===== config.mk =====
export PLATFORM = sky130hd
export DESIGN_NAME = duob_merge2
export DESIGN_NICKNAME = d
export VERILOG_FILES = /design/src/rtl/duob_merge2.sv
export SDC_FILE = /design/constraint.sdc
export NUM_CORES = 1
export LEC_CHECK = 0
export BUFFER_PORTS_ARGS = -buffer_cell sky130_fd_sc_hd__buf_2
export CAP_MARGIN = 40
export CELL_PAD_IN_SITES_DETAIL_PLACEMENT = 1
export CELL_PAD_IN_SITES_GLOBAL_PLACEMENT = 1
export CORE_AREA = 2 2 39 41
export CTS_CLUSTER_DIAMETER = 60
export DETAILED_ROUTE_END_ITERATION = 8
export DIE_AREA = 0 0 41 43
export HOLD_SLACK_MARGIN = 0.1
export PLACE_DENSITY = 0.41
export SKIP_LAST_GASP = 1
export SLEW_MARGIN = 30
export SYNTH_ARGS = -nofsm -noshare
export SYNTH_HDL_FRONTEND = slang
export SYNTH_SLANG_ARGS = --single-unit

===== constraint.sdc =====
create_clock -name clk -period 2.4 [get_ports clk]
set_clock_uncertainty 0.15 [all_clocks]
set_input_delay 0.12 -clock clk [delete_from_list [all_inputs] [get_ports clk]]
set_output_delay 0.12 -clock clk [all_outputs]
set_load 0.02 [all_outputs]

===== src/rtl/duob_merge2.sv =====
module duob_merge2 (
  input  logic       clk,
  input  logic       rst,
  input  logic       mode_sel,
  input  logic       lane_a,
  input  logic       lane_b,
  output logic [1:0] sym_a,
  output logic [1:0] sym_b
);

  logic hist_q;
  logic pre_a, pre_b;
  logic [1:0] nxt_a, nxt_b;

  assign pre_a = lane_a ^ hist_q;
  assign pre_b = lane_b ^ pre_a;

  always_comb begin
    if (mode_sel) begin
      nxt_a = {1'b0, pre_a} + {1'b0, hist_q};
      nxt_b = {1'b0, pre_b} + {1'b0, pre_a};
    end else begin
      nxt_a = {1'b0, pre_a};
      nxt_b = {1'b0, pre_b};
    end
  end

  always_ff @(posedge clk) begin
    if (rst) begin
      hist_q <= 1'b0;
      sym_a  <= 2'd0;
      sym_b  <= 2'd0;
    end else begin
      hist_q <= pre_b;
      sym_a  <= nxt_a;
      sym_b  <= nxt_b;
    end
  end

  assert_reset_clear_R7: assert property (@(posedge clk) disable iff (rst)
    $past(rst) |-> (sym_a == 2'd0 && sym_b == 2'd0));

  assert_binary_msb_R3: assert property (@(posedge clk) disable iff (rst)
    (!$past(rst) && !$past(mode_sel)) |-> (sym_a[1] == 1'b0 && sym_b[1] == 1'b0));

  assert_decode_lsb_R5: assert property (@(posedge clk) disable iff (rst)
    (!$past(rst) && $past(mode_sel)) |-> (sym_a[0] == $past(lane_a) && sym_b[0] == $past(lane_b)));

  assert_no_extreme_jump_R6: assert property (@(posedge clk) disable iff (rst)
    (!$past(rst) && $past(mode_sel)) |->
      !((sym_a == 2'd0 && sym_b == 2'd2) || (sym_a == 2'd2 && sym_b == 2'd0)));

endmodule


==> impl_table.tex, run 1 <==
\begin{tabular}{lr}
\hline
Metric & Value \\
\hline
\multicolumn{2}{l}{\textbf{Global route}} \\
\quad Pin count of the biggest net entering global routing & 6 \\
\quad Via count of the first global-routing pass & 191 \\
\quad Global Route Usage Sum & 5.817\% \\
\quad Antenna violations before repair & 0 \\
\quad Global-route wire length before repair & 614 um \\
\quad Overflow after GRT & 0 \\
\multicolumn{2}{l}{\textbf{Floorplanning}} \\
\quad Die X-Extent & 41 um \\
\quad Die Y & 43 um \\
\quad I/O pin cnt & 9 \\
\quad FP Rows & 14 \\
\quad Effective utilization at floorplan & 15.19\% \\
\quad Core outline area & 1384 um2 \\
\quad Die area & 1763 um2 \\
\multicolumn{2}{l}{\textbf{CTS}} \\
\quad Number of setup buffers added after CTS & 0 \\
\quad Post-CTS clock slew at the launch and capture registers of the worst setup and hold paths & 0.04 ns \\
\quad Clock tree from TritonCTS & done \\
\quad CTS Buffer Depth & 2 \\
\quad Clock sink total & 5 \\
\quad CTS H-tree lvls & 1 \\
\quad Clock latency of the later-clocked register in the worst-skew pair & 0.24 ns \\
\quad PostCTS Resize Cnt & 0 \\
\quad Clock buffers created by TritonCTS & 3 \\
\quad Master cell of the clock root buffer & sky130\_fd\_sc\_hd\_\_clkbuf\_4 \\
\multicolumn{2}{l}{\textbf{STA}} \\
\quad Total count of max-transition violations in the final report & 0 \\
\quad Share of the cycle needed by the critical path after routing & 71.82\% \\
\quad Maximum operating frequency & 580.1 MHz \\
\quad Tightest Pin Transition & 0.1820 ns \\
\quad Tmin final & 1.724 ns \\
\quad RSZ-0062 raised after global routing & false \\
\quad Total of endpoints with negative setup slack in the final report & 0 \\
\quad Setup TNS & 0 ns \\
\quad Worst setup slack after layout & 0.6762 ns \\
\quad Max-Slew Margin vs Limit & 87.86\% \\
\quad Final hold violations & 0 \\
\multicolumn{2}{l}{\textbf{Worst setup path}} \\
\quad Maximum fanout along the worst path & 4 \\
\quad Capturing element type of the critical path & register \\
\quad CP Launch Type & register \\
\quad Type of the setup path with the least slack & register to register \\
\quad Required time of the critical path & 2.43 ns \\
\quad Setup crit start & hist\_q\$\_SDFF\_PP0\_ \\
\quad Library cell contributing the largest single delay on the critical path & sky130\_fd\_sc\_hd\_\_dlygate4sd3\_1 \\
\quad Reg-to-reg setup timing slack & 0.68 ns \\
\quad Slowest stage delay, CP & 0.55 ns \\
\quad Cell breakdown of the critical path & ha\_1 -> a21o\_1 -> a21oi\_1 -> dlygate4sd3\_1 \\
\quad CP arrival & 1.75 ns \\
\quad Source of the worst register-to-register timing path & hist\_q\$\_SDFF\_PP0\_ \\
\multicolumn{2}{l}{\textbf{Yosys}} \\
\quad Number of distinct library cells after synthesis & 11 \\
\quad Multiplexer share of the synthesized area & 7.143\% \\
\quad Share of synthesized cell area in full adder, half adder and majority cells & 11.90\% \\
\quad Net count of the mapped netlist & 26 \\
\quad Synthesis Warnings & 0 \\
\quad Fraction of the mapped netlist area in simple logic gates & 22.02\% \\
\quad Seq cells post-synth & 5 \\
\quad Post-synthesis area per instance & 11.06 um2 \\
\quad XOR/XNOR Fraction of Synth Area & 0\% \\
\quad Largest family of logic cells by synthesized area & simple AND/OR/NAND/NOR gates \\
\quad Mapped Area & 210.2 um2 \\
\quad Gate Count Post-Synth & 19 \\
\quad Post-synthesis compound-gate area fraction & 5.952\% \\
\quad Portion of the post-synthesis area used by sequential elements & 47.62\% \\
\multicolumn{2}{l}{\textbf{Drt}} \\
\quad Number of vias after detailed routing & 180 \\
\quad Detailed Routing Iterations Pass 1 & 2 \\
\quad Final wirelength & 366 um \\
\quad Antenna viol nets, final & 0 \\
\quad Iteration-0 DRC count of the detailed router & 2 \\
\quad Number of design rule violations left after detail routing & 0 \\
\quad Detail-routed net length per standard cell & 7.320 um \\
\quad Via-to-Cell Ratio & 3.600 \\
\multicolumn{2}{l}{\textbf{Power}} \\
\quad Power density cells & 774.9 nW/um2 \\
\quad Maximum VDD drop & 0.1665 mV \\
\quad Pleak & 0.1809 nW \\
\multicolumn{2}{l}{\textbf{Place}} \\
\quad RD Place Congestion & 0.6684 \\
\quad Pre-CTS setup slack & 0.7109 ns \\
\quad Buffers added on ports & 8 \\
\multicolumn{2}{l}{\textbf{Layout}} \\
\quad Area growth from synthesis to final layout & 55.36\% \\
\quad Leading cell type in the layout, fill and taps excluded & sky130\_fd\_sc\_hd\_\_buf\_2 \\
\quad Layout cells sized above 1 & 38.24\% \\
\quad Antenna diode count & 0 \\
\quad Commonest cells after routing, fill and taps aside & sky130\_fd\_sc\_hd\_\_buf\_2, sky130\_fd\_sc\_hd\_\_dfxtp\_1, sky130\_fd\_sc\_hd\_\_inv\_1, sky130\_fd\_sc\_hd\_\_clkbuf\_4, sky130\_fd\_sc\_hd\_\_dlygate4sd3\_1 \\
\quad Layout Nets & 42 \\
\multicolumn{2}{l}{\textbf{Min path}} \\
\quad Tightest Hold Check Type & input pin to register \\
\quad Origin of the worst min-delay path & lane\_b \\
\multicolumn{2}{l}{\textbf{Outcome}} \\
\quad Run status & completed \\
\multicolumn{2}{l}{\textbf{Flow run}} \\
\quad Maxcap violations & 0 \\
\hline
\end{tabular}
-- layout make-up --
cell class | count | area, um2
fillers | 172 | 1057
flip-flops and latches | 5 | 100.1
multi-input cells | 11 | 98.84
repair buffers | 11 | 70.07
clock buffers | 4 | 26.28
well taps | 16 | 20.02
inverters | 3 | 11.26
-- Yosys cell counts --
| cell type | instances | area, um2 |
|---|---|---|
| sky130_fd_sc_hd__and3b_1 | 2 | 17.52 |
| sky130_fd_sc_hd__nor2b_1 | 1 | 6.260 |
| sky130_fd_sc_hd__dfxtp_1 | 5 | 100.1 |
| sky130_fd_sc_hd__mux2_4 | 1 | 15.01 |
| sky130_fd_sc_hd__nor2_1 | 1 | 3.750 |
| sky130_fd_sc_hd__inv_1 | 3 | 11.26 |
| sky130_fd_sc_hd__a21o_1 | 1 | 7.510 |
| sky130_fd_sc_hd__nand3_1 | 1 | 5.000 |
| sky130_fd_sc_hd__a21oi_1 | 1 | 5.000 |
| sky130_fd_sc_hd__nor2b_4 | 1 | 13.76 |
| sky130_fd_sc_hd__ha_1 | 2 | 25.02 |
-- worst max-delay path: cells and delay by family (launching register included) --
kind	cells	cell delay, ns
AOI/OAI and AO/OA	2	0.29
adders and majority gates	1	0.35
buffers and inverters	1	0.55
DFF	1	0.32
-- stage by stage --
stage / instances / power, W / cell area [um2] / utilization [%] / hold slack, ns
finish: 50 / 0.0002530 / 326.6 / 23.60 / 0.1064
floorplan: 19 / 0.0001377 / 210.2 / - / 0.03907
detailed placement: 43 / 0.0001549 / 270.3 / 19.53 / 0.2044
global route: 50 / 0.0002746 / 326.6 / 23.60 / 0.1301
global placement: 43 / 0.0001529 / 270.3 / 19.53 / 0.1966
CTS: 50 / 0.0002597 / 326.6 / 23.60 / 0.1079
-- what timing repair did --
item / 4_1_cts / 5_1_grt
hold endpoints to repair: 4 / 0
endpoints found under the setup margin: 0 / 0
hold buffers: 3 / 0
-- flip-flops by register name (all words and copies together) (netlist names) --
signal  flops
sym_a       2
sym_b       2
hist_q      1
-- metal layers --
layer / GRT usage (%) / part of all wire, % / up-vias
met5: 0 / 0 / -
met3: 3.141 / 4.1 / 0
met1: 4.167 / 43 / 85
li1: - / - / 91
met2: 8.438 / 52 / 4
met4: 8.000 / 0 / 0
-- path summary, 6_finish.rpt --
check	depth (start not counted)	end
min	4	hist_q$_SDFF_PP0_
max reg2reg	4	sym_a[0]$_SDFF_PP0_
min reg2reg	2	sym_a[1]$_SDFF_PP0_
max	4	sym_a[0]$_SDFF_PP0_
-- where the power goes --
group | internal [W] | switching (W)
registers | 0.0000934 | 0.00000326
logic | 0.0000314 | 0.0000296
clock network | 0.0000627 | 0.0000327
-- cell families (layout without fill, tap and decap cells) --
| group | Yosys count | count (layout) |
|---|---|---|
| buf+inv | 3 | 18 |
| flops | 5 | 5 |
| mux | 1 | 1 |
| compound gates | 2 | 2 |
| fa+ha+maj | 2 | 2 |
| simple gates | 6 | 6 |
Power figures use the tool's default switching activity.
==> run 2: changes to the inputs <==
Clock period 2.4 ns to 1.62 ns, I/O delays scaled along.
==> run 2 against run 1 <==
Effect of this change:
- register-to-register slack got worse by 0.61 ns
- sequential power increased by 50%
- combinational power increased by 59%
- critical endpoint is now sym_b[0]$_SDFF_PP0_
==> impl_table.tex, run 2 (synthesis results as in run 1) <==
\begin{tabular}{lr}
\hline
Metric & Value \\
\hline
\multicolumn{2}{l}{\textbf{Worst setup path}} \\
\quad Path depth of the worst reg2reg path & 5 \\
\quad Buffer and inverter count on the worst path & 1 \\
\quad CP Launch Type & register \\
\quad Type of the setup path with the least slack & register to register \\
\quad Slowest stage delay, CP & 0.34 ns \\
\quad CP arrival & 1.54 ns \\
\quad Library cell contributing the largest single delay on the critical path & sky130\_fd\_sc\_hd\_\_dfxtp\_1 \\
\quad Required time of the critical path & 1.60 ns \\
\quad Maximum fanout along the worst path & 3 \\
\quad Critical path depth in cells & 5 \\
\quad Largest delay contributor family on the critical path & adder cells \\
\quad Cell breakdown of the critical path & ha\_4 -> inv\_1 -> ha\_1 -> nor2b\_1 -> mux2\_4 \\
\quad Reg-to-reg setup timing slack & 0.06 ns \\
\quad Capturing element type of the critical path & register \\
\multicolumn{2}{l}{\textbf{Floorplanning}} \\
\quad Die area & 1763 um2 \\
\quad Core outline area & 1384 um2 \\
\quad I/O pin cnt & 9 \\
\quad Die X-Extent & 41 um \\
\quad Die Y & 43 um \\
\quad Effective utilization at floorplan & 15.19\% \\
\quad FP Rows & 14 \\
\multicolumn{2}{l}{\textbf{Drt}} \\
\quad Iteration-0 DRC count of the detailed router & 0 \\
\quad Antenna viol nets, final & 0 \\
\quad Detailed Routing Iterations Pass 1 & 1 \\
\quad Detail-routed net length per standard cell & 8.686 um \\
\quad Number of design rule violations left after detail routing & 0 \\
\quad Via-to-Cell Ratio & 3.588 \\
\quad Final wirelength & 443 um \\
\quad Number of vias after detailed routing & 183 \\
\multicolumn{2}{l}{\textbf{Layout}} \\
\quad Layout Nets & 43 \\
\quad Biggest registers after layout & sym\_a (2), sym\_b (2), hist\_q (1) \\
\quad Leading cell type in the layout, fill and taps excluded & sky130\_fd\_sc\_hd\_\_buf\_2 \\
\quad Area growth from synthesis to final layout & 64.88\% \\
\quad Antenna diode count & 0 \\
\quad Filler cell count in the final layout & 176 \\
\quad Commonest cells after routing, fill and taps aside & sky130\_fd\_sc\_hd\_\_buf\_2, sky130\_fd\_sc\_hd\_\_dfxtp\_1, sky130\_fd\_sc\_hd\_\_inv\_1, sky130\_fd\_sc\_hd\_\_clkbuf\_4, sky130\_fd\_sc\_hd\_\_dlygate4sd3\_1 \\
\quad Layout cells sized above 1 & 42.86\% \\
\quad Post-route cell area & 346.6 um2 \\
\quad Number of non-filler instances in the completed layout & 51 \\
\multicolumn{2}{l}{\textbf{CTS}} \\
\quad Clock sink total & 5 \\
\quad CTS Buffer Depth & 2 \\
\quad CTS H-tree lvls & 1 \\
\quad Post-CTS clock slew at the launch and capture registers of the worst setup and hold paths & 0.05 ns \\
\quad Number of setup buffers added after CTS & 0 \\
\quad Master cell of the clock root buffer & sky130\_fd\_sc\_hd\_\_clkbuf\_4 \\
\quad Clock latency of the later-clocked register in the worst-skew pair & 0.24 ns \\
\quad Clock tree from TritonCTS & done \\
\quad Clock buffers created by TritonCTS & 3 \\
\multicolumn{2}{l}{\textbf{Place}} \\
\quad RD Place Congestion & 0.6039 \\
\quad Half-perimeter wire length of the detailed placement result & 318.5 um \\
\quad Post-place instance area & 277.8 um2 \\
\quad Buffers added on ports & 8 \\
\quad Placed cell count & 44 \\
\multicolumn{2}{l}{\textbf{Power}} \\
\quad Maximum VDD drop & 0.1960 mV \\
\quad Tot Pwr & 0.0003906 W \\
\quad Pleak & 0.1837 nW \\
\quad Power density cells & 1127 nW/um2 \\
\multicolumn{2}{l}{\textbf{STA}} \\
\quad Total count of max-transition violations in the final report & 0 \\
\quad RSZ-0062 raised after global routing & false \\
\quad Maximum operating frequency & 641.6 MHz \\
\quad Share of the cycle needed by the critical path after routing & 96.21\% \\
\quad Setup TNS & 0 ns \\
\quad Total of endpoints with negative setup slack in the final report & 0 \\
\quad Final hold violations & 0 \\
\quad Tightest Pin Transition & 0.1548 ns \\
\quad Max-Slew Margin vs Limit & 89.66\% \\
\quad Tmin final & 1.559 ns \\
\multicolumn{2}{l}{\textbf{Global route}} \\
\quad Antenna violations before repair & 0 \\
\quad Pin count of the biggest net entering global routing & 6 \\
\quad Global Route Usage Sum & 8.233\% \\
\quad Overflow after GRT & 0 \\
\quad Via count of the first global-routing pass & 209 \\
\quad Global-route wire length before repair & 876 um \\
\multicolumn{2}{l}{\textbf{Min path}} \\
\quad Hold-critical path depth & 4 \\
\quad Tightest Hold Check Type & input pin to register \\
\multicolumn{2}{l}{\textbf{Flow run}} \\
\quad Maxcap violations & 0 \\
\multicolumn{2}{l}{\textbf{Outcome}} \\
\quad Run status & completed \\
\hline
\end{tabular}
==> run 2: timing repair <==
action	4_1_cts	5_1_grt
setup endpoints to repair	0	1
gates resized for setup	0	1
hold buffers	3	0
endpoints found under the hold margin	5	0
==> run 2: cell type report <==
| cell class | instances | area (um2) | area share [%] |
|---|---|---|---|
| Clock buffer | 4 | 26.28 | 7.581 |
| Inverter | 3 | 11.26 | 3.249 |
| Multi-Input combinational cell | 11 | 111.4 | 32.13 |
| Sequential cell | 5 | 100.1 | 28.88 |
| Tap cell | 16 | 20.02 | 5.776 |
| Timing Repair Buffer | 12 | 77.57 | 22.38 |
==> run 2: worst min-delay path: cells and delay by family <==
| family | cells | cell delay [ns] |
|---|---|---|
| AND/OR/NAND/NOR | 1 | 0.15 |
| buffers and inverters | 2 | 0.18 |
| adder cells (fa/ha/maj) | 1 | 0.12 |
==> run 2: through the flow <==
stage	hold slack, ns	setup WS (ns)	util [%]
5_1_grt	0.1801	0.01876	25.05
2_1_floorplan	0.00006582	0.007409	-
6_report	0.1679	0.06133	25.05
3_3_place_gp	0.1679	0.04554	20.07
4_1_cts	0.1398	0.03639	24.14
3_5_place_dp	0.1681	0.04894	20.07
==> run 2: report_power, final <==
group / leakage, nW / switching, W / total, W / internal, W
clock network: 0.0150 / 0.0000557 / 0.000149 / 0.0000934
registers: 0.0412 / 0.00000642 / 0.000145 / 0.000138
logic: 0.127 / 0.0000455 / 0.0000969 / 0.0000514
==> run 2: path summary, 6_finish.rpt <==
check / from / end
worst max-delay path: hist_q$_SDFF_PP0_ / sym_b[0]$_SDFF_PP0_
worst min-delay path: lane_a / sym_a[1]$_SDFF_PP0_
worst max register to register: hist_q$_SDFF_PP0_ / sym_b[0]$_SDFF_PP0_
worst min register to register: hist_q$_SDFF_PP0_ / sym_a[0]$_SDFF_PP0_
==> run 2: per-layer routing <==
metal	vias to the layer above	global-route usage, %	wire, um
met5	-	0	0
met4	0	12.00	0
met3	0	3.141	16
met2	4	10.31	258
met1	86	8.039	168
li1	93	-	-
==> run 3: changes to the inputs <==
Settings changed: CAP_MARGIN 40 to 20.
Clock period 1.62 ns to 1.7 ns, I/O delays scaled along.
==> run 3 against run 2 <==
Effect of this change:
- utilization is 0.90 points lower
- critical path depth is the same
- sequential share of layout area rose by 1.1 points
- combinational power shrank 7.9%
- worst setup slack better by 0.069 ns
- first-iteration DRC count is the same
- global-route usage is the same
- register-to-register slack better by 0.07 ns
- routed wire length stayed put
- cell area fell by 3.6%
- power down 5.9%
- fmax shrank 0.70%
- critical path type unchanged
- largest cell class is now registers
- largest power group unchanged
- highest routed layer unchanged
==> impl_table.tex, run 3 (synthesis results as in run 1) <==
\begin{tabular}{lr}
\hline
Metric & Value \\
\hline
\multicolumn{2}{l}{\textbf{STA}} \\
\quad Total of endpoints with negative setup slack in the final report & 0 \\
\quad Final hold violations & 0 \\
\quad Setup TNS & 0 ns \\
\quad Tmin final & 1.570 ns \\
\quad Maximum operating frequency & 637.1 MHz \\
\quad Tightest Pin Transition & 0.1180 ns \\
\quad Max-Slew Margin vs Limit & 92.10\% \\
\quad RSZ-0062 raised after global routing & false \\
\quad Share of the cycle needed by the critical path after routing & 92.33\% \\
\quad Total count of max-transition violations in the final report & 0 \\
\quad Worst setup slack after layout & 0.1304 ns \\
\multicolumn{2}{l}{\textbf{Place}} \\
\quad Half-perimeter wire length of the detailed placement result & 318.5 um \\
\quad Pre-CTS setup slack & 0.1289 ns \\
\quad Placed cell count & 44 \\
\quad Buffers added on ports & 8 \\
\quad RD Place Congestion & 0.6039 \\
\multicolumn{2}{l}{\textbf{Drt}} \\
\quad Iteration-0 DRC count of the detailed router & 0 \\
\quad Routed wire length on met3 & 16 um \\
\quad Final wirelength & 443 um \\
\quad Via-to-Cell Ratio & 3.569 \\
\quad Top routing layer used & met3 \\
\quad Number of design rule violations left after detail routing & 0 \\
\quad Antenna viol nets, final & 0 \\
\quad Metal2 WL & 258 um \\
\quad Number of vias after detailed routing & 182 \\
\quad Detailed Routing Iterations Pass 1 & 1 \\
\quad Metal1 wirelength & 169 um \\
\quad Detail-routed net length per standard cell & 8.686 um \\
\multicolumn{2}{l}{\textbf{Layout}} \\
\quad Sequential standard cell area & 100.1 um2 \\
\quad Leading cell type in the layout, fill and taps excluded & sky130\_fd\_sc\_hd\_\_buf\_2 \\
\quad Area growth from synthesis to final layout & 58.93\% \\
\quad Filler cell count in the final layout & 177 \\
\quad Layout cells sized above 1 & 40.00\% \\
\quad Biggest registers after layout & sym\_a (2), sym\_b (2), hist\_q (1) \\
\quad Footprint of the multi-input gates & 98.84 um2 \\
\quad Utilization of the core after routing & 24.14\% \\
\quad Antenna diode count & 0 \\
\quad Number of non-filler instances in the completed layout & 51 \\
\quad Layout Nets & 43 \\
\quad Commonest cells after routing, fill and taps aside & sky130\_fd\_sc\_hd\_\_buf\_2, sky130\_fd\_sc\_hd\_\_dfxtp\_1, sky130\_fd\_sc\_hd\_\_inv\_1, sky130\_fd\_sc\_hd\_\_clkbuf\_4, sky130\_fd\_sc\_hd\_\_dlygate4sd3\_1 \\
\multicolumn{2}{l}{\textbf{Power}} \\
\quad Fraction of power consumed by the clock network & 38.7\% \\
\quad Seq pwr share & 37.1\% \\
\quad Maximum VDD drop & 0.1867 mV \\
\quad Net switching power & 0.0001005 W \\
\quad Relative contribution of combinational cells to total power & 24.3\% \\
\quad Pleak & 0.1842 nW \\
\quad Share of total power consumed by net switching & 27.35\% \\
\quad P\_int & 0.0002671 W \\
\quad Power density cells & 1100 nW/um2 \\
\multicolumn{2}{l}{\textbf{CTS}} \\
\quad Master cell of the clock root buffer & sky130\_fd\_sc\_hd\_\_clkbuf\_4 \\
\quad CTS H-tree lvls & 1 \\
\quad Clock latency of the later-clocked register in the worst-skew pair & 0.24 ns \\
\quad Clock sink total & 5 \\
\quad Clock buffers created by TritonCTS & 3 \\
\quad CTS Buffer Depth & 2 \\
\quad Post-CTS clock slew at the launch and capture registers of the worst setup and hold paths & 0.05 ns \\
\quad Clock tree from TritonCTS & done \\
\multicolumn{2}{l}{\textbf{Min path}} \\
\quad Hold path endpoint & sym\_a[1]\$\_SDFF\_PP0\_ \\
\quad Hold-critical path depth & 4 \\
\quad Tightest Hold Check Type & input pin to register \\
\quad Origin of the worst min-delay path & lane\_a \\
\multicolumn{2}{l}{\textbf{Worst setup path}} \\
\quad Type of the setup path with the least slack & register to register \\
\quad Source of the worst register-to-register timing path & hist\_q\$\_SDFF\_PP0\_ \\
\quad Capturing element type of the critical path & register \\
\quad Path depth of the worst reg2reg path & 5 \\
\quad Reg-to-reg setup timing slack & 0.13 ns \\
\quad Cell type with the highest occurrence count on the critical path & sky130\_fd\_sc\_hd\_\_ha\_1 \\
\quad CP Launch Type & register \\
\quad Worst flop-to-flop path endpoint & sym\_b[0]\$\_SDFF\_PP0\_ \\
\quad Maximum fanout along the worst path & 3 \\
\quad Slowest stage delay, CP & 0.32 ns \\
\quad CP arrival & 1.55 ns \\
\quad Library cell contributing the largest single delay on the critical path & sky130\_fd\_sc\_hd\_\_dfxtp\_1 \\
\quad Cell breakdown of the critical path & ha\_1 -> inv\_1 -> ha\_1 -> nor2b\_1 -> mux2\_4 \\
\quad Required time of the critical path & 1.68 ns \\
\multicolumn{2}{l}{\textbf{Floorplanning}} \\
\quad Core outline area & 1384 um2 \\
\quad FP Rows & 14 \\
\quad Die Y & 43 um \\
\quad Effective utilization at floorplan & 15.19\% \\
\quad Die X-Extent & 41 um \\
\quad Die area & 1763 um2 \\
\quad I/O pin cnt & 9 \\
\multicolumn{2}{l}{\textbf{Global route}} \\
\quad Via count of the first global-routing pass & 209 \\
\quad Global-route wire length before repair & 876 um \\
\quad Global Route Usage Sum & 8.233\% \\
\quad Pin count of the biggest net entering global routing & 6 \\
\quad Overflow after GRT & 0 \\
\quad Antenna violations before repair & 0 \\
\multicolumn{2}{l}{\textbf{Flow run}} \\
\quad Maxcap violations & 0 \\
\multicolumn{2}{l}{\textbf{Outcome}} \\
\quad Run status & completed \\
\hline
\end{tabular}
==> run 3: cell counts in the layout (fill, tap and decap cells not counted) <==
Identical to the previous run, type by type.
==> run 3: worst max path at each step <==
stage / startpoint / end / slack (ns)
after global placement: hist_q$_SDFF_PP0_ / sym_b[0]$_SDFF_PP0_ / 0.13
after floorplan: hist_q$_SDFF_PP0_ / sym_b[0]$_SDFF_PP0_ / 0.09
after global routing: hist_q$_SDFF_PP0_ / sym_b[0]$_SDFF_PP0_ / 0.08
after detailed placement: hist_q$_SDFF_PP0_ / sym_b[0]$_SDFF_PP0_ / 0.13
final: hist_q$_SDFF_PP0_ / sym_b[0]$_SDFF_PP0_ / 0.13
after CTS: hist_q$_SDFF_PP0_ / sym_b[0]$_SDFF_PP0_ / 0.12
==> run 3: critical path, delay by kind of cell (launching register included) <==
family,cells,cell delay [ns]
buffers and inverters,1,0.04
flip-flops,1,0.32
adder cells (fa/ha/maj),2,0.57
multiplexers,1,0.24
AND/OR/NAND/NOR,1,0.13
==> run 3: timing repair <==
item                                   CTS  global route
buffers inserted                         0             0
resized for setup                        0             0
hold buffers                             3             0
endpoints found under the hold margin    5             0
==> run 3: power by group through the flow <==
stage	logic [W]	clock network [W]	registers [W]
4_1_cts	0.0000917	0.000149	0.000136
2_1_floorplan	0.0000424	0	0.000152
3_3_place_gp	0.0000860	0	0.000139
6_report	0.0000892	0.000142	0.000136
5_1_grt	0.000100	0.000165	0.000139
3_5_place_dp	0.0000852	0	0.000138
==> run 3: final cells by class <==
| class | instances | share of cell area, % |
|---|---|---|
| flip-flops and latches | 5 | 29.96 |
| multi-input cells | 11 | 29.59 |
| repair buffers | 12 | 23.22 |
| clock buffers | 4 | 7.865 |
| well taps | 16 | 5.993 |
| inverters | 3 | 3.371 |
==> run 3: through the flow <==
step	cell area (um2)	hold WS (ns)	power, W
global route	334.1	0.1509	0.0004046
floorplan	210.2	0.004066	0.0001944
global placement	277.8	0.1719	0.0002245
detailed placement	277.8	0.1721	0.0002236
finish	334.1	0.1406	0.0003676
CTS	334.1	0.1438	0.0003776
==> run 3: layer usage <==
| metal | GRT usage (%) | up-vias |
|---|---|---|
| li1 | - | 93 |
| met1 | 8.039 | 85 |
| met2 | 10.31 | 4 |
| met3 | 3.141 | 0 |
| met4 | 12.00 | 0 |
| met5 | 0 | - |
